File: src/rtl/rtc_pkg.sv
package rtc_pkg;

  localparam logic [2:0] CODE_RUN = 3'b010;
  localparam logic [5:0] SEC_LAST = 6'd59;

  typedef struct packed {
    logic       divRun;
    logic       divHold;
    logic       secLoad;
    logic [5:0] secData;
  } ctrlStrobes_t;

  function automatic logic isHoldCode(input logic [2:0] code);
    return code[2:1] == 2'b11;
  endfunction

endpackage

File: src/rtl/rtc_ctrl.sv
module rtc_ctrl
  import rtc_pkg::*;
#(
  parameter int ADDR_W = 7
) (
  input  logic              clk,
  input  logic              rstN,
  input  logic              regWr,
  input  logic [ADDR_W-1:0] regAddr,
  input  logic [7:0]        regWrData,
  input  logic [5:0]        seconds,
  output logic [2:0]        ctrlField,
  output ctrlStrobes_t      strb,
  output logic [7:0]        regRdData
);

  localparam logic [ADDR_W-1:0] CTRL_IDX = ADDR_W'(8'h0A);
  localparam logic [ADDR_W-1:0] SEC_IDX  = ADDR_W'(8'h00);
  localparam logic [6:0]        CTRL_RST = 7'h20;

  logic [6:0] ctrlReg;
  logic       unusedWrBit;

  assign unusedWrBit = regWrData[7];

  always_ff @(posedge clk) begin
    if (!rstN) begin
      ctrlReg <= CTRL_RST;
    end else if (regWr && regAddr == CTRL_IDX) begin
      ctrlReg <= regWrData[6:0];
    end
  end

  assign ctrlField = ctrlReg[6:4];

  always_comb begin
    strb.divRun  = (ctrlField == CODE_RUN);
    strb.divHold = isHoldCode(ctrlField);
    strb.secLoad = regWr && (regAddr == SEC_IDX);
    strb.secData = regWrData[5:0];
  end

  always_comb begin
    if (regAddr == CTRL_IDX) begin
      regRdData = {1'b0, ctrlReg};
    end else if (regAddr == SEC_IDX) begin
      regRdData = {2'b00, seconds};
    end else begin
      regRdData = 8'h00;
    end
  end

endmodule

File: src/rtl/rtc_datapath.sv
module rtc_datapath
  import rtc_pkg::*;
#(
  parameter int DIV_W = 15
) (
  input  logic             clk,
  input  logic             rstN,
  input  logic             tickEn,
  input  ctrlStrobes_t     strb,
  output logic [DIV_W-1:0] divCnt,
  output logic [5:0]       seconds,
  output logic             updatePulse
);

  localparam logic [DIV_W-1:0] DIV_MID  = {1'b1, {(DIV_W-1){1'b0}}};
  localparam logic [DIV_W-1:0] DIV_LAST = '1;

  logic       rollover;
  logic [5:0] secNext;

  assign rollover = strb.divRun && tickEn && (divCnt == DIV_LAST);
  assign secNext  = (seconds >= SEC_LAST) ? 6'd0 : seconds + 6'd1;

  always_ff @(posedge clk) begin
    if (!rstN) begin
      divCnt <= '0;
    end else if (strb.divHold) begin
      divCnt <= DIV_MID;
    end else if (strb.divRun && tickEn) begin
      divCnt <= divCnt + 1'b1;
    end
  end

  always_ff @(posedge clk) begin
    if (!rstN) begin
      seconds     <= '0;
      updatePulse <= 1'b0;
    end else begin
      updatePulse <= rollover;
      if (strb.secLoad) begin
        seconds <= strb.secData;
      end else if (rollover) begin
        seconds <= secNext;
      end
    end
  end

endmodule

File: src/rtl/rtc_timebase.sv
module rtc_timebase
  import rtc_pkg::*;
#(
  parameter int DIV_W  = 15,
  parameter int ADDR_W = 7
) (
  input  logic              clk,
  input  logic              rstN,
  input  logic              tickEn,
  input  logic              regWr,
  input  logic [ADDR_W-1:0] regAddr,
  input  logic [7:0]        regWrData,
  output logic [7:0]        regRdData,
  output logic              updatePulse,
  output logic [5:0]        seconds
);

  ctrlStrobes_t     strb;
  logic [2:0]       ctrlField;
  logic [DIV_W-1:0] divCnt;

  rtc_ctrl #(.ADDR_W(ADDR_W)) u_ctrl (
    .clk       (clk),
    .rstN      (rstN),
    .regWr     (regWr),
    .regAddr   (regAddr),
    .regWrData (regWrData),
    .seconds   (seconds),
    .ctrlField (ctrlField),
    .strb      (strb),
    .regRdData (regRdData)
  );

  rtc_datapath #(.DIV_W(DIV_W)) u_dp (
    .clk         (clk),
    .rstN        (rstN),
    .tickEn      (tickEn),
    .strb        (strb),
    .divCnt      (divCnt),
    .seconds     (seconds),
    .updatePulse (updatePulse)
  );

endmodule

File: config.mk
export PLATFORM = sky130hd
export DESIGN_NAME = rtc_timebase
export DESIGN_NICKNAME = d
export VERILOG_FILES = /design/src/rtl/rtc_pkg.sv /design/src/rtl/rtc_ctrl.sv /design/src/rtl/rtc_datapath.sv /design/src/rtl/rtc_timebase.sv
export SDC_FILE = /design/constraint.sdc
export NUM_CORES = 1
export LEC_CHECK = 0
export BUFFER_PORTS_ARGS = -buffer_cell sky130_fd_sc_hd__buf_4
export CAP_MARGIN = 10
export CORE_MARGIN = 2
export CORE_UTILIZATION = 57
export CTS_CLUSTER_SIZE = 30
export DETAILED_ROUTE_END_ITERATION = 6
export PLACE_DENSITY = 0.89
export SLEW_MARGIN = 20
export SYNTH_ARGS = -nofsm -noshare
export SYNTH_HDL_FRONTEND = slang
export SYNTH_SLANG_ARGS = --single-unit
File: constraint.sdc
create_clock -name clk -period 2.85 [get_ports clk]
set_input_delay 0.4275 -clock clk [delete_from_list [all_inputs] [get_ports clk]]
set_output_delay 0.4275 -clock clk [all_outputs]
set_load 0.005 [all_outputs]
# == Word-level counts from Yosys, hierarchy flattened ==
# Cells that the tools add are included.
# classes
n_reduce_logical,8
bitwise_logic,1
mux,7
n_addsub,2
eq_ne,4
order_cmp,1
# ops
cell,count
$mux 15,2
$mux 6,4
$add 15x1->15 const B,1
$eq 15x15->1 const B,1
$mux 8,1
$eq 7x4->1 const B,1
$logic_not 7->1,1
$add 6x1->6 const B,1
$ge 6x6->1 const B,1
$logic_and 1x1->1,4
$reduce_bool 2->1,2
$eq 3x2->1 const B,1
$eq 2x2->1 const B,1
$reduce_or 2->1,1
$not 1->1,1
# word_totals
ff_bits,29
word_cells,28
inputBits,19

# == Longest topological paths before layout ==
# depth
word_depth,5
ltp_mapped,6

# == By module ==
# A second synthesis with hierarchy kept.
# unflattened
cells_unflattened,193
hier_area_um2,1595.3
# by_module_without_submodules
module,cells_each,instances,area_per_inst_um2
rtc_datapath,128,1,1082.3
rtc_ctrl,65,1,513.0

# == Least setup slack after synthesis ==
# Ideal clock, no wire load.
# synth_path
kind,reg-to-reg
startpoint,reg u_dp.divCnt[0]
endpoint,reg u_dp.seconds[0]
t_arrival_ps,1638
path_stages_with_launch,6
path_slack_ps,1121
period_less_slack_ps,1729
n_path_buf,0
setup_ps,91
path_cell_list,dfxtp_1 -> ha_1 -> and4_1 -> nand3_2 -> or4b_1 -> a311oi_1
# synth_via
elab_chain_cells,3
# synth_lines
item,line,source
start: declaration,rtc_datapath.sv:10,"output logic [DIV_W-1:0] divCnt,"
start signal: assignment,rtc_datapath.sv:30,divCnt <= divCnt + 1'b1;
$eq 15x15->1,rtc_datapath.sv:21,assign rollover = strb.divRun && tickEn && (divCnt == DIV_LAST);
$logic_and 1x1->1,rtc_datapath.sv:21,
$reduce_bool 2->1 (no line),n/a,
end signal: assignment,rtc_datapath.sv:41,seconds <= strb.secData;
end signal: assignment,rtc_datapath.sv:43,seconds <= secNext;
end: declaration,rtc_datapath.sv:11,"output logic [5:0] seconds,"
# No other way between the ends.
# A chain may end at the register's enable or synchronous reset.

# == Worst setup path in the final report ==
# Same ends and word-level chain as after synthesis.

==> results.json <==
{
  "status": "complete, no violations",
  "cts_resized": 0,
  "cts_tree": "done",
  "cts-root-buf": "clkbuf_4",
  "finalSetupViolations": 0,
  "power.total_mw": 0.883,
  "cpMaxStageDelayCell": "or4b_1",
  "n_antenna_cell": 0,
  "cts_buffer_depth": 2,
  "synth_ff_type": "dfxtp_1",
  "clkSinkCount": 29,
  "cts_hold_buf": 0,
  "grt-ovfl-total": 0,
  "antenna_found_initial": 0,
  "dpl_worst_slack_ns": 0.901,
  "synth_seq_cells": 29,
  "fin_worst_skew_ns": 0.00924,
  "holdWs_ns": 0.314,
  "final_cell_mix": "buf_4 (31), dfxtp_1 (29), nor2_1 (27), nand2_1 (16), o21ai_0 (11)",
  "arrival_ns": 2.23,
  "synth_area_um2": 1530,
  "hold_path_depth": 3,
  "clkTransAtPathRegs_ns": 0.10,
  "post_drt_wl_per_cell_um": 14.8,
  "rsz0062_at_grt": "false",
  "grt_first_pass_wirelength_um": 6400,
  "worst_slack_ns": 0.864,
  "grt_max_degree": 15,
  "ys_top_cells_by_area": "dfxtp_1 (38%), nor2_1 (6.6%), mux2i_1 (4.6%), nand2_1 (3.9%), o21ai_0 (3.6%)",
  "powerDensity_nw_per_um2": 472,
  "final_area_um2": 1870,
  "post-synth-top-area-cell": "dfxtp_1",
  "cp_max_fo": 7,
  "relSlewSlack": 0.654,
  "cts_setup_buffers": 0,
  "rows": 18,
  "drive_above_1_share": 0.189,
  "gp_congestion": 0.919,
  "start_util": 0.607,
  "totalWireLength_um": 3660,
  "timing.final.crit_period_ns": 1.99,
  "r2r_cells": 5,
  "synth_seq_area_share": 0.379,
  "cts_inserted_buffers": 5,
  "worst-path-stages": 5,
  "synth_fp_nets": 206,
  "dr.pass1.iters": 5,
  "portBuffers": 31,
  "tightest_slew_ns": 0.514,
  "path_buf_inv": 0,
  "path_cells": "ha_1 -> and4_1 -> nand3_2 -> or4b_1 -> a311oi_1",
  "num_vias": 1516,
  "post-route-period-util": 0.697,
  "worstPathRequired_ns": 3.10,
  "drv_cap": 0,
  "max-vdd-ir-drop_v": 0.000563,
  "hold_viol_final": 0,
  "vias_per_cell": 6.14,
  "ios": 34,
  "core_area_um2": 2520,
  "critPathTopFamily": "simple AND/OR/NAND/NOR gates",
  "grt_pass1_vias": 1446,
  "syn2layout_area_growth_pct": 22.1,
  "drt_iter0_drc": 121,
  "die_w_um": 55.8,
  "hpwl_um": 2700,
  "synth_top_area_frac": 0.379,
  "dieArea_um2": 3120,
  "fillCellCount": 191,
  "seqCellArea_um2": 581,
  "postRouteAntennaNets": 0,
  "route.detailed.drc": 0,
  "end_kind": "register",
  "yosysUniqueCellTypes": 39,
  "hold_path_class": "in2reg",
  "place_area_um2": 1770,
  "clock_latency_ns": 0.34,
  "drv_slew": 0,
  "grtUsageTotal": 0.256,
  "h-tree-depth": 2,
  "multi_input_area_um2": 906,
  "syn_area_per_cell_um2": 8.28,
  "ys.warnings.count": 0,
  "layout.cells.most_common": "buf_4",
  "synth_edf_count": 0,
  "async_reset_ff_frac": 0,
  "die_y_um": 55.8,
  "critical_path.startpoint_type": "register",
  "slowest_delay_ns": 0.49,
  "tns_ns": 0,
  "criticalPathCategory": "reg2reg",
  "p_leak_nw": 0.708,
  "synth_cells": 185,
  "num-nets-final": 237,
  "timing.fmax_ghz": 0.504
}
[tightest hold or removal path, stage by stage]
cell,delay [ns]
buf_4,0.08
mux2i_1,0.05
nor2_1,0.07
[flip-flops by register name, summed over array words and instances (netlist names)]
register and count:
u_ctrl.ctrlReg 7, u_dp.seconds 6, u_dp.divCnt 15, u_dp.updatePulse 1
[where the power goes]
| group | total [mW] | internal, mW | switching, mW |
|---|---|---|---|
| Sequential | 0.413 | 0.408 | 0.00453 |
| Clock | 0.420 | 0.271 | 0.148 |
| Combinational | 0.0503 | 0.0236 | 0.0267 |
[synthesized netlist by cell type, types with 5 or more instances]
library cell / n
nand2_1: 16
nor2_1: 27
a21oi_1: 5
or3_1: 5
and2_1: 5
xnor2_1: 5
mux2i_1: 7
nand3_1: 8
dfxtp_1: 29
o21ai_0: 11
a31oi_1: 6
xor2_1: 6
a22oi_1: 6
nand4_1: 7
[per-layer routing]
layer	vias up	GRT usage	routed length (um)
li1	743	-	-
met1	699	0.304	1520
met2	63	0.437	1770
met3	11	0.0698	291
met4	0	0.105	72
met5	-	0	0
[worst paths after layout]
check                                      from                 to  slack, ns
worst min-delay path               regWrData[6]  u_ctrl.ctrlReg[6]       0.31
worst max register to register   u_dp.divCnt[0]    u_dp.seconds[0]       0.86
worst max-delay path             u_dp.divCnt[0]    u_dp.seconds[0]       0.86
worst min register to register  u_dp.divCnt[12]    u_dp.divCnt[12]       0.49
[final cells by class]
type	instances	share of cell area
Clock buffer	5	0.0201
Sequential cell	29	0.310
Clock inverter	3	0.0348
Multi-Input combinational cell	146	0.484
Timing Repair Buffer	31	0.124
Tap cell	30	0.0201
Inverter	3	0.00602
[metrics by stage]
stage,util,std cells
floorplan,-,185
CTS,0.742,247
global placement,0.701,239
detailed placement,0.701,239
global route,0.742,247
finish,0.742,247
[cells by family (layout without fill, tap and decap cells)]
logic type	count (synthesis)	after routing	share of synthesized area
compound gates	38	38	0.160
xor+xnor	11	11	0.0629
fa+ha+maj	2	2	0.0163
buf+inv	10	42	0.0294
flops	29	29	0.379
mux	7	7	0.0458
other cells	1	1	0.00245
simple gates	87	87	0.304
Note: power is estimated with default switching activity, not from simulation.
